## src/rtl/dr_bitop_pkg.sv

```systemverilog
package dr_bitop_pkg;

  typedef enum logic [1:0] {
    OP_AND = 2'b00,
    OP_OR  = 2'b01,
    OP_XOR = 2'b10,
    OP_INV = 2'b11
  } dr_op_e;

  localparam logic [1:0] PAIR_EMPTY = 2'b00;
  localparam logic [1:0] PAIR_ZERO  = 2'b10;
  localparam logic [1:0] PAIR_ONE   = 2'b01;

  // A pair is a legal code when exactly one rail is high.
  function automatic logic pair_legal(input logic [1:0] p);
    return p[0] ^ p[1];
  endfunction

endpackage

```

## src/rtl/dr_lut_lane.sv

```systemverilog
module dr_lut_lane
  import dr_bitop_pkg::*;
(
  input  dr_op_e     op_i,
  input  logic [1:0] a_pair_i,
  input  logic [1:0] b_pair_i,
  output logic [1:0] res_o,
  output logic       bad_o
);

  logic [3:0] idx;
  assign idx = {a_pair_i, b_pair_i};

  always_comb begin
    res_o = PAIR_EMPTY;
    unique case (op_i)
      OP_AND: begin
        unique case (idx)
          4'b0101:                   res_o = PAIR_ONE;
          4'b0110, 4'b1001, 4'b1010: res_o = PAIR_ZERO;
          default:                   res_o = PAIR_EMPTY;
        endcase
      end
      OP_OR: begin
        unique case (idx)
          4'b0101, 4'b0110, 4'b1001: res_o = PAIR_ONE;
          4'b1010:                   res_o = PAIR_ZERO;
          default:                   res_o = PAIR_EMPTY;
        endcase
      end
      OP_XOR: begin
        unique case (idx)
          4'b0110, 4'b1001:          res_o = PAIR_ONE;
          4'b0101, 4'b1010:          res_o = PAIR_ZERO;
          default:                   res_o = PAIR_EMPTY;
        endcase
      end
      OP_INV: res_o = {a_pair_i[0], a_pair_i[1]};
      default: res_o = PAIR_EMPTY;
    endcase
  end

  // Lane fault: illegal a, illegal b (when b is used), or illegal result.
  always_comb begin
    bad_o = !pair_legal(a_pair_i) || !pair_legal(res_o);
    if (op_i != OP_INV) bad_o = bad_o || !pair_legal(b_pair_i);
  end

  // an illegal operand in a table operation always gives the empty pair.
  // table operations never emit 2'b11.
  always_comb begin
    if (op_i != OP_INV) begin
      a_r7_infect: assert (pair_legal(a_pair_i) && pair_legal(b_pair_i) || res_o == PAIR_EMPTY)
        else $error("illegal operand produced a non-empty result");
      a_r3_no_eleven: assert (res_o != 2'b11)
        else $error("table produced the 11 code");
    end
  end

endmodule

```

## src/rtl/dr_precharge_reg.sv

```systemverilog
module dr_precharge_reg #(
  parameter int WIDTH = 16
) (
  input  logic             clk,
  input  logic             rst,
  input  logic             eval_i,
  input  logic [WIDTH-1:0] res_i,
  input  logic             eval_fault_i,
  input  logic             pre_fault_i,
  output logic [WIDTH-1:0] y_o,
  output logic             fault_o
);

  // armed: the register has been cleared and may accept one new result.
  logic armed_q;

  always_ff @(posedge clk) begin
    if (rst) begin
      y_o     <= '0;
      fault_o <= 1'b0;
      armed_q <= 1'b1;
    end else if (!eval_i) begin
      y_o     <= '0;
      fault_o <= pre_fault_i;
      armed_q <= 1'b1;
    end else if (armed_q) begin
      y_o     <= res_i;
      fault_o <= eval_fault_i;
      armed_q <= 1'b0;
    end
  end

  a_r1_reset_clear: assert property (@(posedge clk)
    rst |=> (y_o == '0 && !fault_o && armed_q))
    else $error("reset did not clear outputs");

  a_r2_precharge_zero: assert property (@(posedge clk) disable iff (rst)
    !eval_i |=> (y_o == '0))
    else $error("precharge left a rail high");

  a_r10_hold: assert property (@(posedge clk) disable iff (rst)
    (eval_i && !armed_q) |=> ($stable(y_o) && $stable(fault_o)))
    else $error("loaded result overwritten without precharge");

endmodule

```

## src/rtl/dr_bitop_unit.sv

```systemverilog
module dr_bitop_unit
  import dr_bitop_pkg::*;
#(
  parameter int LANES = 8
) (
  input  logic               clk,
  input  logic               rst,
  input  logic               eval_i,
  input  logic [1:0]         op_i,
  input  logic [2*LANES-1:0] a_i,
  input  logic [2*LANES-1:0] b_i,
  output logic [2*LANES-1:0] y_o,
  output logic               fault_o
);

  localparam int W = 2 * LANES;

  dr_op_e           op;
  logic [W-1:0]     res_vec;
  logic [LANES-1:0] bad_vec;
  logic [LANES-1:0] y_bad;
  logic             pre_fault;
  logic             eval_fault;

  assign op = dr_op_e'(op_i);

  for (genvar g = 0; g < LANES; g++) begin : g_lane
    dr_lut_lane u_lane (
      .op_i     (op),
      .a_pair_i (a_i[2*g +: 2]),
      .b_pair_i (b_i[2*g +: 2]),
      .res_o    (res_vec[2*g +: 2]),
      .bad_o    (bad_vec[g])
    );
    assign y_bad[g] = !pair_legal(y_o[2*g +: 2]);
  end

  assign eval_fault = |bad_vec;
  assign pre_fault  = |{a_i, b_i};

  dr_precharge_reg #(.WIDTH(W)) u_reg (
    .clk          (clk),
    .rst          (rst),
    .eval_i       (eval_i),
    .res_i        (res_vec),
    .eval_fault_i (eval_fault),
    .pre_fault_i  (pre_fault),
    .y_o          (y_o),
    .fault_o      (fault_o)
  );

  // a loaded output carrying an illegal pair is always flagged.
  a_r8_fault_covers_output: assert property (@(posedge clk) disable iff (rst)
    (y_o != '0 && (|y_bad)) |-> fault_o)
    else $error("illegal output pair without fault flag");

endmodule

```

## config.mk

```make
export PLATFORM = sky130hd
export DESIGN_NAME = dr_bitop_unit
export DESIGN_NICKNAME = d
export VERILOG_FILES = /design/src/rtl/dr_bitop_pkg.sv /design/src/rtl/dr_lut_lane.sv /design/src/rtl/dr_precharge_reg.sv /design/src/rtl/dr_bitop_unit.sv
export SDC_FILE = /design/constraint.sdc
export NUM_CORES = 1
export LEC_CHECK = 0
export BUFFER_PORTS_ARGS = -buffer_cell sky130_fd_sc_hd__buf_2
export CAP_MARGIN = 10
export CORE_MARGIN = 10
export CORE_UTILIZATION = 60
export DETAILED_ROUTE_END_ITERATION = 12
export PLACE_DENSITY = 0.86
export SLEW_MARGIN = 30
export SYNTH_ARGS = -nofsm -noshare
export SYNTH_HDL_FRONTEND = slang
export SYNTH_HIERARCHICAL = 1
export SYNTH_SLANG_ARGS = --single-unit
```

## constraint.sdc

```tcl
create_clock -name clk -period 4.79 [get_ports clk]
set_input_delay 0.479 -clock clk [delete_from_list [all_inputs] [get_ports clk]]
set_output_delay 0.479 -clock clk [all_outputs]
set_load 0.01 [all_outputs]
```

Word-level counts from Yosys, hierarchy flattened
Index checks and enable logic that the tools add are counted.
- equal/unequal tests: 37
- mux-type cells: 43
- bitwise logic cells: 25
- reduce and logical (&&, ||, !) cells: 76
- operators with widths (operator ; number):
    case mux 2 bit (2 select lines) ; 24
    equality test 4 x 3 -> 1 bit, second input constant ; 16
    equality test 4 bit, second input constant ; 16
    case mux 2 bit (4 select lines) ; 8
    OR reduction 3 bit ; 16
    OR reduction 2 bit ; 17
    OR reduction 32 bit ; 1
    zero test 1 bit ; 24
    bitwise XOR 1 bit ; 24
    logical OR 1 bit ; 16
    two-way mux 1 bit ; 11
    OR reduction 8 bit ; 1
    equality test 2 bit, second input constant ; 2
    equality test 2 x 1 -> 1 bit, second input constant ; 1
    zero test 2 bit ; 1
    != test 2 x 1 -> 1 bit, second input constant ; 1
    != test 2 bit, second input constant ; 1
    inverter 1 bit ; 1
- register bits: 18
- input port bits: 37
- word-level logic and storage cells: 184

Depth between registers and ports, before layout
- depth after elaboration: 12
- mapped depth: 10
- mapped depth without buffers: 10

Modules after synthesis
Netlist, hierarchy kept.
- by module, submodules not included (module ; instances ; cells each ; area an instance (um^2) ; seq. area each (um^2)):
    dr_lut_lane ; 8 ; 28 ; 206.4 ; 0.0
    dr_precharge_reg ; 1 ; 58 ; 666.9 ; 360.3
    dr_bitop_unit ; 1 ; 14 ; 91.3 ; 0.0

Worst setup path before layout
Ideal clock, no wire load.
- path kind: input-to-reg
- from: input b_i[2]
- to: register u_reg.fault_o
- library setup time: 123 ps
- arrival: 1830 ps
- path slack: 2838 ps
- cell stages on the path: 10
- cells stage by stage: inv_1 ha_1 nand2_1 o211ai_1 a31o_1 nand3_1 nor4_1 nand2_1 mux2i_1 a211oi_2
- cells in the longest elaborated chain, start to end: 12
- RTL lines (what ; line ; text):
    start: declaration ; dr_bitop_unit.sv:11 ; input logic [2*LANES-1:0] b_i,
    equality test 4 x 3 -> 1 bit or equality test 4 bit (tied branches) ; dr_lut_lane.sv:18, dr_lut_lane.sv:25, dr_lut_lane.sv:32 ;
    OR reduction 3 bit, or another cell as far along ; dr_lut_lane.sv:25 ; unique case (idx)
    case mux 2 bit (2 select lines) (on tied branches) ; dr_lut_lane.sv:25, dr_lut_lane.sv:18, dr_lut_lane.sv:32 ;
    case mux 2 bit (4 select lines) ; dr_lut_lane.sv:16 ; unique case (op_i)
    bitwise XOR 1 bit ; dr_bitop_pkg.sv:16 ; return p[0] ^ p[1];
    zero test 1 bit ; dr_lut_lane.sv:45 ; bad_o = !pair_legal(a_pair_i) || !pair_legal(res_o);
    logical OR 1 bit ; dr_lut_lane.sv:45 ;
    logical OR 1 bit ; dr_lut_lane.sv:46 ; if (op_i != OP_INV) bad_o = bad_o || !pair_legal(b_pair_i);
    two-way mux 1 bit (*) ; dr_lut_lane.sv:46 ;
    net bad_vec[1] ; dr_bitop_unit.sv:20 ; logic [LANES-1:0] bad_vec;
    OR reduction 8 bit (*) ; dr_bitop_unit.sv:38 ; assign eval_fault = |bad_vec;
    net eval_fault ; dr_bitop_unit.sv:23 ; logic eval_fault;
    two-way mux 1 bit (*) ; dr_precharge_reg.sv:26 ; end else if (armed_q) begin
    two-way mux 1 bit (*) ; dr_precharge_reg.sv:22 ; end else if (!eval_i) begin
    end signal: assignment ; dr_precharge_reg.sv:24 ; fault_o <= pre_fault_i;
    end signal: assignment ; dr_precharge_reg.sv:28 ; fault_o <= eval_fault_i;
    end: declaration ; dr_precharge_reg.sv:11 ; output logic fault_o
Mark *: on every way through the listed nets, which the timed path passes. The rest lies on a longest branch. The select of a mux whose other input is x is not followed.
A chain may end at the register's enable or synchronous reset.

Final worst setup path
- from: input op_i[0]
- to: register u_reg.fault_o
- cells in the longest elaborated chain, start to end: 10
- RTL lines (what ; line ; text):
    start: declaration ; dr_bitop_unit.sv:9 ; input logic [1:0] op_i,
    equality test 2 bit, or another cell as far along ; dr_lut_lane.sv:16 ;
    case mux 2 bit (4 select lines) (*) ; dr_lut_lane.sv:16 ;
    net res_vec[0] ; dr_bitop_unit.sv:19 ; logic [W-1:0] res_vec;
    bitwise XOR 1 bit (*) ; dr_bitop_pkg.sv:16 ;
    zero test 1 bit (*) ; dr_lut_lane.sv:45 ;
    logical OR 1 bit (*) ; dr_lut_lane.sv:45 ;
    logical OR 1 bit ; dr_lut_lane.sv:46 ;
    two-way mux 1 bit (*) ; dr_lut_lane.sv:46 ;
    net bad_vec[0] ; dr_bitop_unit.sv:20 ;
    OR reduction 8 bit (*) ; dr_bitop_unit.sv:38 ;
    net eval_fault ; dr_bitop_unit.sv:23 ;
    two-way mux 1 bit (*) ; dr_precharge_reg.sv:26 ;
    two-way mux 1 bit (*) ; dr_precharge_reg.sv:22 ;
Marks and branches as above.

==> results.rst <==
.. list-table::
   :header-rows: 1

   * - Metric
     - Value
   * - Residual antenna-violating net count after detailed routing
     - 0
   * - Register-to-register setup slack
     - 3590 ps
   * - Net count after synthesis
     - 365
   * - Final setup violation count
     - 0
   * - Hold-critical path endpoint
     - u_reg/fault_o
   * - Number of remaining DRC errors
     - 0
   * - Number of instances on the worst hold path
     - 2
   * - Die Footprint
     - 6950 µm²
   * - Number of DRC markers after the initial detailed-route iteration
     - 172
   * - Number of maximum-capacitance constraint violations
     - 0
   * - Number of flops mapped to enable cells by yosys
     - 0
   * - Number of antenna violations at the first check in global routing
     - 0
   * - Number of warnings printed during yosys synthesis
     - 6
   * - Clock latency reported for the late side of the worst-skew pair
     - 260 ps
   * - Synth Instances
     - 296
   * - Worst max-slew margin expressed relative to the limit
     - 44.7%
   * - Capturing point of the worst reg2reg path
     - u_reg/fault_o
   * - Hold Path Class
     - primary input to flip-flop
   * - Worst path cell trace
     - buf_2 -> xnor2_1 -> o221ai_2 -> a31o_1 -> nand3_1 -> nor4_1 -> nand2_1 -> mux2i_1 -> a211oi_2
   * - Wire length of the first global-routing pass
     - 9950 µm
   * - Number of register bits inferred by synthesis
     - 18
   * - Maximum cell stage delay along the critical path
     - 630 ps
   * - Number of buffers created by CTS
     - 3
   * - Setup slack after placement
     - 2240 ps
   * - Wire per inst
     - 15.3 µm
   * - Synthesized area per cell
     - 8.14 µm²
   * - Lkg Pwr
     - 1.42 nW
   * - Layout Skew
     - 6.80 ps
   * - Routed WL
     - 5970 µm
   * - Clk buf depth
     - 2
   * - Horiz. Die Dim
     - 83.4 µm
   * - CTS sink count
     - 18
   * - Unique cell type count in the Yosys netlist
     - 24
   * - Tightest hold margin
     - 384 ps
   * - Dominant synthesized flop cell
     - sky130_fd_sc_hd__dfxtp_1
   * - Root cell of the clock tree
     - sky130_fd_sc_hd__clkbuf_8
   * - Vias after detailed routing
     - 2,255
   * - Sequential fraction of the synthesis area
     - 15.0%
   * - Top cell family by delay on the critical path
     - buffers and inverters
   * - Port Buffer Count
     - 53
   * - # H-tree levels
     - 1
   * - Synth top cells by count
     - sky130_fd_sc_hd__nand2_1, sky130_fd_sc_hd__nor2_1, sky130_fd_sc_hd__ha_1, sky130_fd_sc_hd__inv_1, sky130_fd_sc_hd__dfxtp_1
   * - Share of the clock period used by the worst path
     - 47.8%
   * - Worst r2r src
     - u_reg/armed_q
   * - Number of global-route vias before repair
     - 2,206
   * - Effective utilization at floorplan
     - 63.9%
   * - Remaining global-route overflow
     - 0
   * - Register clock-pin slew on the reported worst setup and hold paths
     - 90 ps
   * - CP startpoint kind
     - primary input
   * - Number of pins with negative max-slew slack in the final report
     - 0
   * - Top-area cell type share of the netlist area
     - 16.6%
   * - Area of the placeable core
     - 3770 µm²
   * - Die extent in y
     - 83.4 µm
   * - Worst-margin pin slew
     - 830 ps
   * - Worst setup slack after layout
     - 2500 ps
   * - Hold Startpoint
     - rst
   * - Total number of placement rows
     - 22
   * - Fmax
     - 437 MHz
   * - Crit path DAT
     - 2450 ps
   * - Maximum number of pins on one net before global-route repair
     - 65
   * - Quantity of hold-fixing buffers added after cts
     - 0
   * - Half-perimeter wire length of the detailed placement result
     - 4740 µm
   * - Buffers plus inverters on the worst setup path
     - 1
   * - Number of iterations in the first detailed-routing pass
     - 4
   * - VDD IR-drop max
     - 0.128 mV
   * - Number of hold violations in the final report
     - 0
   * - Antenna diodes
     - 0
   * - Crit path kind
     - primary input to flip-flop
   * - Slowest stage cell on the critical path
     - sky130_fd_sc_hd__buf_2
   * - Result of the run
     - completed
   * - I/O Pins
     - 54
   * - Logic depth of the worst register-to-register path
     - 2
   * - TritonCTS clock tree
     - built
   * - Sum Neg Setup Slack
     - 0 ps
   * - Mapped cell area
     - 2410 µm²
   * - Kind of end point of the critical path
     - flip-flop
   * - Critical-path maximum fanout
     - 48
   * - Share of post-route cells with drive strength above 1
     - 22.3%
   * - Total track usage
     - 16.3%
   * - Top cells by area, synth
     - sky130_fd_sc_hd__ha_1, sky130_fd_sc_hd__dfxtp_1, sky130_fd_sc_hd__mux2i_1
   * - Total power per unit cell area
     - 183 nW/µm²
   * - WP data required
     - 4950 ps
   * - Share of synthesized flip-flops with an asynchronous set or reset
     - 0%
   * - Core utilization of the finished layout
     - 70.3%
   * - Final weighted congestion of routability-driven global placement
     - 0.821
   * - Period minus WS final
     - 2290 ps
   * - Vias per cell
     - 5.80
   * - Unrepaired setup endpoints after global routing
     - no
   * - Setup Buffers After CTS
     - 0
   * - Synthesis-to-finish area growth
     - 9.97%
   * - Biggest area consumer among synthesized cells
     - sky130_fd_sc_hd__ha_1
   * - Quantity of gates resized following cts
     - 0
   * - Nets@finish
     - 411
metal layers:
metal  track usage [%]  vias to the layer above  share of wire [%]
li1                  -                     1154                  -
met1              21.3                     1017                 47
met2              25.8                       74                 45
met3              4.20                       10                6.2
met4              3.54                        0                1.2
met5                 0                        -                  0
how the worst max path moves through the flow:
stage,from,end,slack (ps),cells after the start
floorplan,b_i[2],u_reg/fault_o,2840,10
global placement,op_i[1],u_reg/fault_o,2060,9
detailed placement,op_i[0],u_reg/fault_o,2240,9
CTS,op_i[0],u_reg/fault_o,2520,9
global route,op_i[0],u_reg/fault_o,2310,9
finish,op_i[0],u_reg/fault_o,2500,9
power breakdown:
part	internal, mW	switching, mW
clock network	0.0733	0.0624
logic	0.0788	0.107
registers	0.156	0.00682
sequential cells by signal (all words and copies together), names as in the netlist:
signal and cells:
u_reg/armed_q 1, u_reg/fault_o 1, u_reg/y_o 16
metrics by stage:
stage | power [mW] | instance area [µm²] | cells
finish | 0.484 | 2650 | 389
global route | 0.512 | 2650 | 389
CTS | 0.485 | 2650 | 389
detailed placement | 0.349 | 2590 | 385
global placement | 0.344 | 2590 | 385
floorplan | 0.301 | 2410 | 296
cell families (layout without fill, tap and decap cells):
group / after synthesis / in the layout / synth area share (%)
buf+inv: 44 / 89 / 11.0
xor+xnor: 8 / 8 / 2.91
flops: 18 / 18 / 15.0
mux: 17 / 17 / 7.06
compound gates: 57 / 57 / 22.9
simple gates: 120 / 120 / 24.6
fa+ha+maj: 32 / 32 / 16.6
final cells by class:
cell class,count,area [µm²]
Fill cell,306,1120
Multi-Input combinational cell,234,1790
Sequential cell,18,362
Clock buffer,4,55.1
Inverter,32,120
Tap cell,48,60.1
Timing Repair Buffer,53,268
cell usage in the layout, fill, tap and decap left out, drive strengths merged:
cell / count
buf: 53
a21oi: 16
inv: 32
xnor2: 8
mux2i: 17
and3: 8
dfxtp: 18
nand2b: 1
or2: 1
o221ai: 8
a31o: 8
nor4: 10
nand3: 16
nand4b: 8
nand4: 10
nor2: 33
a22oi: 8
ha: 32
nand2: 33
o211ai: 8
a211oi: 1
o21ai: 8
clkbuf: 4
(Power assumes the default switching activity.)
